==> src/rtl/nand_seq_pkg.sv <==
package nand_seq_pkg;

    typedef enum logic [3:0] {
        ST_IDLE, ST_PTR, ST_CMD, ST_COL, ST_PG0, ST_PG1, ST_PG2,
        ST_TWB, ST_WAIT, ST_DONE
    } seq_state_t;

    localparam logic [7:0] OP_RD_A      = 8'h00;
    localparam logic [7:0] OP_RD_B      = 8'h01;
    localparam logic [7:0] OP_RD_SPARE  = 8'h50;
    localparam logic [7:0] OP_LOAD      = 8'h80;
    localparam logic [7:0] OP_PROG      = 8'h10;
    localparam logic [7:0] OP_ER_SETUP  = 8'h60;
    localparam logic [7:0] OP_ER_GO     = 8'hD0;
    localparam logic [7:0] OP_STATUS    = 8'h70;

    function automatic logic op_is_read(input logic [7:0] op);
        return (op == OP_RD_A) || (op == OP_RD_B) || (op == OP_RD_SPARE);
    endfunction

    function automatic logic op_no_wait(input logic [7:0] op);
        return (op == OP_PROG) || (op == OP_ER_SETUP) || (op == OP_ER_GO) ||
               (op == OP_LOAD) || (op == OP_STATUS);
    endfunction

endpackage

==> src/rtl/nand_we_pulse.sv <==
module nand_we_pulse #(
    parameter int LOW_CYC = 2
) (
    input  logic clk,
    input  logic rst_n,
    input  logic en,
    output logic we_n,
    output logic last
);
    localparam int FRAME = LOW_CYC + 2;
    localparam int PH_W  = $clog2(FRAME);

    logic [PH_W-1:0] phase;

    always_ff @(posedge clk or negedge rst_n) begin
        if (!rst_n)
            phase <= '0;
        else if (!en || last)
            phase <= '0;
        else
            phase <= phase + 1'b1;
    end

    always_comb begin
        we_n = !(en && phase >= PH_W'(1) && phase <= PH_W'(LOW_CYC));
        last = en && (phase == PH_W'(LOW_CYC + 1));
    end

    // a low strobe lasts at least two clocks
    assert_we_min_low_R6: assert property (@(posedge clk) disable iff (!rst_n)
        $fell(we_n) |=> !we_n);

endmodule

==> src/rtl/nand_cycle_timer.sv <==
module nand_cycle_timer #(
    parameter int W = 11
) (
    input  logic         clk,
    input  logic         rst_n,
    input  logic         load,
    input  logic [W-1:0] load_val,
    output logic         zero
);
    logic [W-1:0] cnt;

    always_ff @(posedge clk or negedge rst_n) begin
        if (!rst_n)
            cnt <= '0;
        else if (load)
            cnt <= load_val;
        else if (cnt != '0)
            cnt <= cnt - 1'b1;
    end

    assign zero = (cnt == '0);

    // once expired the timer stays expired until reloaded
    assert_timer_parks_R8: assert property (@(posedge clk) disable iff (!rst_n)
        (zero && !load) |=> zero);

endmodule

==> src/rtl/nand_cmd_seq.sv <==
module nand_cmd_seq
    import nand_seq_pkg::*;
#(
    parameter int CLK_MHZ      = 50,
    parameter int TWB_NS       = 100,
    parameter int READ_WAIT_US = 30,
    parameter int MAIN_BYTES   = 512,
    parameter int COL_W        = 10,
    parameter int PAGE_W       = 20,
    parameter bit BUS16        = 1'b0,
    parameter bit LARGE_DEV    = 1'b0,
    parameter int WE_LOW_CYC   = 2
) (
    input  logic              clk,
    input  logic              rst_n,
    input  logic              req_valid,
    output logic              req_ready,
    input  logic [7:0]        req_cmd,
    input  logic              req_col_en,
    input  logic [COL_W-1:0]  req_col,
    input  logic              req_page_en,
    input  logic [PAGE_W-1:0] req_page,
    input  logic              nand_rb,
    output logic              nand_cle,
    output logic              nand_ale,
    output logic              nand_ce_n,
    output logic              nand_we_n,
    output logic [7:0]        nand_dq,
    output logic              busy,
    output logic              done,
    output logic              timeout
);
    localparam int TWB_CYC = (TWB_NS * CLK_MHZ + 999) / 1000;
    localparam int RD_CYC  = READ_WAIT_US * CLK_MHZ;
    localparam int TMAX    = (RD_CYC > TWB_CYC) ? RD_CYC : TWB_CYC;
    localparam int TMR_W   = $clog2(TMAX + 1);

    seq_state_t        state, nstate;
    logic [7:0]        cmd_q, ptr_q;
    logic [COL_W-1:0]  col_q;
    logic [PAGE_W-1:0] page_q;
    logic              col_en_q, page_en_q, ce_hold, to_q;

    logic [COL_W-1:0]  col_adj;
    logic [7:0]        ptr_op;
    seq_state_t        post_st;
    logic              byte_en, byte_last, tmr_zero, tmr_load, wait_expire;
    logic [TMR_W-1:0]  tmr_val;

    // column region selection for the pointer command
    always_comb begin
        col_adj = req_col;
        ptr_op  = OP_RD_A;
        if (req_cmd == OP_LOAD) begin
            if (req_col >= COL_W'(MAIN_BYTES)) begin
                col_adj = req_col - COL_W'(MAIN_BYTES);
                ptr_op  = OP_RD_SPARE;
            end else if (req_col >= COL_W'(256)) begin
                col_adj = req_col - COL_W'(256);
                ptr_op  = OP_RD_B;
            end
        end
        if (BUS16)
            col_adj = col_adj >> 1;
    end

    assign post_st     = op_no_wait(cmd_q) ? ST_DONE : ST_TWB;
    assign wait_expire = ce_hold && tmr_zero && !nand_rb;

    // next state
    always_comb begin
        nstate = state;
        unique case (state)
            ST_IDLE: if (req_valid) nstate = (req_cmd == OP_LOAD) ? ST_PTR : ST_CMD;
            ST_PTR:  if (byte_last) nstate = ST_CMD;
            ST_CMD:  if (byte_last) nstate = col_en_q ? ST_COL : (page_en_q ? ST_PG0 : post_st);
            ST_COL:  if (byte_last) nstate = page_en_q ? ST_PG0 : post_st;
            ST_PG0:  if (byte_last) nstate = ST_PG1;
            ST_PG1:  if (byte_last) nstate = LARGE_DEV ? ST_PG2 : post_st;
            ST_PG2:  if (byte_last) nstate = post_st;
            ST_TWB:  if (tmr_zero)  nstate = ST_WAIT;
            ST_WAIT: if (nand_rb || wait_expire) nstate = ST_DONE;
            ST_DONE: nstate = ST_IDLE;
            default: nstate = ST_IDLE;
        endcase
    end

    // state register and captured request
    always_ff @(posedge clk or negedge rst_n) begin
        if (!rst_n) begin
            state     <= ST_IDLE;
            cmd_q     <= '0;
            ptr_q     <= '0;
            col_q     <= '0;
            page_q    <= '0;
            col_en_q  <= 1'b0;
            page_en_q <= 1'b0;
            ce_hold   <= 1'b0;
            to_q      <= 1'b0;
        end else begin
            state <= nstate;
            if (state == ST_IDLE && req_valid) begin
                cmd_q     <= req_cmd;
                ptr_q     <= ptr_op;
                col_q     <= col_adj;
                page_q    <= req_page;
                col_en_q  <= req_col_en;
                page_en_q <= req_page_en;
                to_q      <= 1'b0;
            end
            if (state == ST_PG0 && byte_last && op_is_read(cmd_q))
                ce_hold <= 1'b1;
            else if (nstate == ST_DONE)
                ce_hold <= 1'b0;
            if (state == ST_WAIT && !nand_rb && wait_expire)
                to_q <= 1'b1;
        end
    end

    // outputs
    always_comb begin
        nand_cle  = (state == ST_PTR) || (state == ST_CMD);
        nand_ale  = (state == ST_COL) || (state == ST_PG0) ||
                    (state == ST_PG1) || (state == ST_PG2);
        byte_en   = nand_cle || nand_ale;
        nand_ce_n = !(byte_en || ce_hold);
        busy      = (state != ST_IDLE);
        req_ready = (state == ST_IDLE);
        done      = (state == ST_DONE);
        timeout   = done && to_q;
        unique case (state)
            ST_PTR:  nand_dq = ptr_q;
            ST_CMD:  nand_dq = cmd_q;
            ST_COL:  nand_dq = 8'(col_q);
            ST_PG0:  nand_dq = 8'(page_q);
            ST_PG1:  nand_dq = 8'(page_q >> 8);
            ST_PG2:  nand_dq = 8'(page_q >> 16) & 8'h0F;
            default: nand_dq = 8'h00;
        endcase
    end

    assign tmr_load = (nstate != state) && (nstate == ST_TWB || nstate == ST_WAIT);
    assign tmr_val  = (nstate == ST_TWB) ? TMR_W'(TWB_CYC) : TMR_W'(RD_CYC);

    nand_we_pulse #(.LOW_CYC(WE_LOW_CYC)) u_we (
        .clk  (clk),
        .rst_n(rst_n),
        .en   (byte_en),
        .we_n (nand_we_n),
        .last (byte_last)
    );

    nand_cycle_timer #(.W(TMR_W)) u_tmr (
        .clk     (clk),
        .rst_n   (rst_n),
        .load    (tmr_load),
        .load_val(tmr_val),
        .zero    (tmr_zero)
    );

    assert_cle_ale_excl_R2: assert property (@(posedge clk) disable iff (!rst_n)
        !(nand_cle && nand_ale));

    assert_we_framed_R6: assert property (@(posedge clk) disable iff (!rst_n)
        !nand_we_n |-> (!nand_ce_n && (nand_cle || nand_ale)));

    assert_dq_hold_R6: assert property (@(posedge clk) disable iff (!rst_n)
        !nand_we_n |=> $stable(nand_dq));

    assert_done_release_R1: assert property (@(posedge clk) disable iff (!rst_n)
        done |=> (req_ready && !busy));

    assert_timeout_with_done_R10: assert property (@(posedge clk) disable iff (!rst_n)
        timeout |-> done);

    assert_ready_idle_R1: assert property (@(posedge clk) disable iff (!rst_n)
        req_ready |-> (!busy && nand_ce_n && nand_we_n));

endmodule

==> config.mk <==
export PLATFORM = sky130hd
export DESIGN_NAME = nand_cmd_seq
export DESIGN_NICKNAME = d
export VERILOG_FILES = /design/src/rtl/nand_seq_pkg.sv /design/src/rtl/nand_we_pulse.sv /design/src/rtl/nand_cycle_timer.sv /design/src/rtl/nand_cmd_seq.sv
export SDC_FILE = /design/constraint.sdc
export NUM_CORES = 1
export LEC_CHECK = 0
export CAP_MARGIN = 20
export CORE_ASPECT_RATIO = 1.75
export CORE_UTILIZATION = 56
export CTS_CLUSTER_SIZE = 40
export DETAILED_ROUTE_END_ITERATION = 12
export PLACE_DENSITY = 0.85
export SLEW_MARGIN = 0
export SYNTH_ARGS = -nofsm -noshare
export SYNTH_HDL_FRONTEND = slang
export SYNTH_SLANG_ARGS = --single-unit
==> constraint.sdc <==
create_clock -name clk -period 4 [get_ports clk]
set_input_delay 0.8 -clock clk [delete_from_list [all_inputs] [get_ports clk]]
set_output_delay 0.8 -clock clk [all_outputs]
set_load 0.05 [all_outputs]
== Word-level counts from Yosys, hierarchy flattened ==
Index checks and enable logic that the tools add are counted.
Word-level totals
  register bits: 65
  word-level logic and storage cells: 109
Operators by class
  add/subtract/negate cells: 4
  magnitude comparators: 4
  equal/unequal tests: 22
  muxes and demuxes: 28
  reductions and logical operators: 40
Operators with widths (number)
  8-bit one-hot mux with 6 select lines: 1
  4-bit 2-to-1 mux: 11
  11-bit 2-to-1 mux: 3
  8-bit 2-to-1 mux: 4
  4-bit one-hot mux with 8 select lines: 1
  8-bit by 7-bit equality test with 1-bit output (second input constant): 3
  8-bit equality test (second input constant): 3
  4-bit by 3-bit equality test with 1-bit output (second input constant): 5
  4-bit equality test (second input constant): 4
  8-bit by 1-bit subtractor with 8-bit output (second input constant): 2
  1-bit logical OR: 15
  1-bit logical AND: 12
  11-bit logical NOT: 1
  11-bit nonzero test: 1
  11-bit by 1-bit subtractor with 11-bit output (second input constant): 1
  10-bit >= comparator (second input constant): 1
  10-bit by 9-bit >= comparator with 1-bit output (second input constant): 1
  4-bit by 2-bit equality test with 1-bit output (second input constant): 2
  8-bit by 1-bit equality test with 1-bit output (second input constant): 1
  8-bit by 5-bit equality test with 1-bit output (second input constant): 1
  8-bit logical NOT: 1
  7-bit 2-to-1 mux: 1
  2-bit nonzero test: 3
  1-bit 2-to-1 mux: 5
  other kinds (11): 15

== Longest topological paths before layout ==
  word-level depth: 14
  depth in mapped cells: 11
  mapped depth without buffers: 9

== Hierarchy ==
From an unflattened synthesis, not the netlist that was laid out.
Unflattened totals
  cell total of the unflattened synthesis: 374
  area, all modules: 3404.5 um^2
By module, submodules not included
  nand_cmd_seq: instances 1, cells each 301, area an instance 2665.1 um^2
  nand_cycle_timer: instances 1, cells each 63, area an instance 626.9 um^2
  nand_we_pulse: instances 1, cells each 10, area an instance 112.6 um^2

== Worst setup path before layout ==
OpenSTA, ideal clock, no wires.
  path type: flip-flop to output port
  from: reg state[2]
  to: out nand_ce_n
  arrival time: 2.510 ns
  data required time: 3.200 ns
  path slack: 0.690 ns
  stages on the path, launching flop included: 6
  path buffers: 2
  path through: dfrtp_1 -> buf_2 -> clkbuf_1 -> nor3_1 -> or2_2 -> nor3_1
On the way
  elaborated cells between the ends (all ways): 13
  classes of those cells: 6 x eq/ne; 7 x reduce/logical
RTL lines
  from (decl): line nand_cmd_seq.sv:38  | seq_state_t state, nstate;
  from (signal assigned): line nand_cmd_seq.sv:101  | state <= nstate;
  4-bit by 1-bit equality test with 1-bit output or 4-bit by 2-bit equality test with 1-bit output (tied branches): line nand_cmd_seq.sv:122  | nand_cle = (state == ST_PTR) || (state == ST_CMD);
  1-bit logical OR (*): line nand_cmd_seq.sv:122
  net nand_cle: line nand_cmd_seq.sv:24  | output logic nand_cle,
  1-bit logical OR (*): line nand_cmd_seq.sv:125  | byte_en = nand_cle || nand_ale;
  1-bit logical OR (*): line nand_cmd_seq.sv:126  | nand_ce_n = !(byte_en || ce_hold);
  1-bit logical NOT (*): line nand_cmd_seq.sv:126
  to (decl): line nand_cmd_seq.sv:26  | output logic nand_ce_n,
Mark *: on every way through the listed nets, which the timed path passes. The rest lies on a longest branch.

== Worst setup path after layout ==
  from: reg state[2]
  to: out nand_dq[5]
On the way
  cells in the longest elaborated chain, start to end: 2
  elaborated cells between the ends (all ways): 7
  classes of those cells: 6 x eq/ne; 1 x mux
Ends and longest elaborated chain
  4-bit by 3-bit equality test with 1-bit output (tied with other cells): line nand_cmd_seq.sv:131  | unique case (state)
  8-bit one-hot mux with 6 select lines (*): line nand_cmd_seq.sv:131
  to (decl): line nand_cmd_seq.sv:28  | output logic [7:0] nand_dq,
Every way passes the cells marked *; elsewhere a longest branch is shown, timed or not.

==> reports/results.tsv <==
stage	metric	value	unit
status	outcome	finished clean	
drt	dr.pass1.iters	4	
sta	hold_violations	0	
critical_path	crit_type	reg2out	
logic_synthesis	synth_top_area_cell	dfrtp_1	
cts	cts_buffers	9	
logic_synthesis	synth_seq_cells	59	
logic_synthesis	netlist_area	0.00314	mm^2
place	dp_cells	416	
grt	use_met2	52.0	%
drt	vias_per_cell	5.94	
grt	grtUsageMet1	28.8	%
critical_path	cp-end-kind	primary output	
drt	vias	2564	
critical_path	worst-r2r-setup-slack	1080	ps
sta	worst_slack	382	ps
cts	clockBufferDepth	2	
floorplan	die_h	101	um
power	pwr_density_cell	887	mW/mm^2
floorplan	start_util	58.8	%
final_layout	drive_above_1_share	19.0	%
critical_path	cpMaxStageDelayCell	clkdlybuf4s50_1	
final_layout	final_nets	402	
logic_synthesis	synth_edf_count	0	
worst_hold_path	hold_depth	2	
logic_synthesis	yosysMostFrequentCell	dfrtp_1	
cts	cts_resized	0	
critical_path	start_kind	register	
sta	fin_skew	9.53	ps
job	cap_violations	0	
place	pre_cts_ws	794	ps
cts	clkTransAtPathRegs	70	ps
logic_synthesis	yosys.area.top_type_share	47.0	%
logic_synthesis	ys_seq_area_share	47.0	%
floorplan	die_w	58.6	um
sta	period_share	90.4	%
drt	drc_errors	0	
cts	hold_buffers	0	
final_layout	nFillCells	395	
place	port_buffers	59	
floorplan	core	0.00534	mm^2
drt	ant_nets	0	
sta	worst_pin_slew	872	ps
cts	htree_levels	3	
logic_synthesis	async_reset_ff_share	100	%
logic_synthesis	syn-num-nets	338	
logic_synthesis	synthCells	289	
logic_synthesis	synth.top_cells.by_count	dfrtp_1, mux2_2, nor2_1	
final_layout	fin_cells	432	
worst_hold_path	hold_class	reg2reg	
cts	cts_tree	built	
power	irDropWorstVdd	0.722	mV
cts	cts-root-buf	clkbuf_8	
logic_synthesis	ys_types	54	
drt	wirelength	7.71	mm
drt	drtIter0Drc	119	
final_layout	area_delta_synth_final	27.5	%
critical_path	crit_chain	nand2b_1 -> nor2_1 -> a22o_1 -> a221o_1 -> clkdlybuf4s50_1	
cts	post_cts.repair.setup_buffers	0	
critical_path	slowest_delay	800	ps
drt	wire_per_inst	17.9	um
floorplan	dieArea	0.00593	mm^2
sta	slew-limit-headroom	41.8	%
critical_path	crit_path_max_fanout	18	
floorplan	placementRows	35	
sta	finalSetupViolations	0	
grt	grt_pass1_wl	12.4	mm
sta	rsz0062_at_grt	false	
place	gp_congestion	0.900	
grt	grt_usage	28.7	%
power	total_power	3.56	mW
grt	grt_pass1_vias	2676	
final_layout	diodes	0	
place	dp_hpwl	5.60	mm
grt	busiest_layer	met2	
grt	grt-ovfl-total	0	
sta	layout_min_cycle_time	3620	ps
power	total_leakage_power	1.70	nW
sta	max_freq	0.276	GHz
sta	drv_slew	0	
sta	fin_setup_tns	0	ps
grt	grt_max_degree	42	
floorplan	pin_count	60	
cts	clock-sinks	59	
critical_path	r2r_cells	9	
critical_path	crit_arrival	2820	ps
logic_synthesis	synth-warning-count	0	
grt	use_met3	6.16	%
cts	clk_latency	340	ps
critical_path	required	3200	ps
grt	antenna_found_initial	0	
logic_synthesis	syn_area_per_cell	10.9	um^2
logic_synthesis	synth_ff_type	dfrtp_1	
logic_synthesis	synthTopCellsByArea	dfrtp_1, mux2_2, a22oi_1	
-- registers in the layout (all words and copies together), names as in the netlist --
signal and count:
page_q 20, u_tmr.cnt 11, cmd_q 8, col_q 8
state 4, ptr_q 2, u_we.phase 2, ce_hold 1
col_en_q 1, page_en_q 1, to_q 1
-- cells by family after synthesis --
logic type	after synthesis	synth area share (%)
AND/OR/NAND/NOR	102	16.8
multiplexers	40	14.3
AO/OA/AOI/OAI	54	14.5
adder cells (fa/ha/maj)	5	1.99
buffers and inverters	20	2.99
XOR/XNOR	9	2.51
flip-flops	59	47.0
-- worst max-delay path, delay by kind of cell (launching register included) --
family	cells	cell delay, ps
buffers and inverters	1	800
flip-flops	1	670
AND/OR/NAND/NOR	2	670
AO/OA/AOI/OAI	2	350
-- layout make-up --
| class | instances | area (um^2) | area share (%) |
|---|---|---|---|
| multi-input cells | 210 | 1570 | 39.2 |
| flip-flops and latches | 59 | 1480 | 36.9 |
| repair buffers | 64 | 623 | 15.6 |
| clock buffers | 11 | 131 | 3.28 |
| well taps | 74 | 92.6 | 2.31 |
| clock inverters | 5 | 77.6 | 1.94 |
| inverters | 9 | 33.8 | 0.843 |
-- metal layers --
metal | part of all wire, % | up-vias | routed length [um]
met5 | 0 | - | 0
met4 | 4.5 | 0 | 350
met3 | 5.3 | 29 | 410
met2 | 54 | 99 | 4180
met1 | 36 | 1253 | 2770
li1 | - | 1183 | -
-- worst paths after layout --
check                        startpoint            to
max                            state[2]    nand_dq[5]
min                                to_q          to_q
max reg2reg                u_tmr.cnt[0]  u_tmr.cnt[2]
min in group asynchronous         rst_n  u_tmr.cnt[3]
max in group asynchronous         rst_n      ptr_q[0]
min reg2reg                        to_q          to_q
-- stage by stage --
step	cell area (um^2)	util, %	hold slack, ps
floorplan	3140	-	435
global placement	3800	71.1	475
detailed placement	3800	71.1	479
CTS	4010	75.0	493
global route	4010	75.0	509
finish	4010	75.0	491
-- power breakdown --
group	internal [mW]	switching, mW	total (mW)
logic	0.779	1.02	1.79
registers	0.876	0.297	1.17
clock network	0.349	0.238	0.587
-- cells in the final DEF (no fill, tap or decap), types with 4 or more instances in the layout --
| cell type | Yosys | layout |
|---|---|---|
| dfrtp_1 | 59 | 59 |
| nand2b_1 | 7 | 7 |
| nand3_1 | 10 | 10 |
| a22oi_1 | 13 | 13 |
| mux2_2 | 38 | 38 |
| clkdlybuf4s50_1 | 0 | 58 |
| inv_1 | 8 | 8 |
| a21oi_1 | 5 | 5 |
| xnor2_1 | 4 | 4 |
| ha_1 | 5 | 5 |
| or3_1 | 4 | 4 |
| xor2_1 | 5 | 5 |
| o21ai_0 | 4 | 4 |
| nor3_1 | 15 | 15 |
| nor2_1 | 22 | 22 |
| buf_4 | 2 | 5 |
| nor2b_1 | 5 | 5 |
| and3_1 | 5 | 5 |
| nand2_1 | 19 | 19 |
| clkbuf_8 | 0 | 9 |
| o31ai_1 | 5 | 5 |
Power figures use the tool's default switching activity.
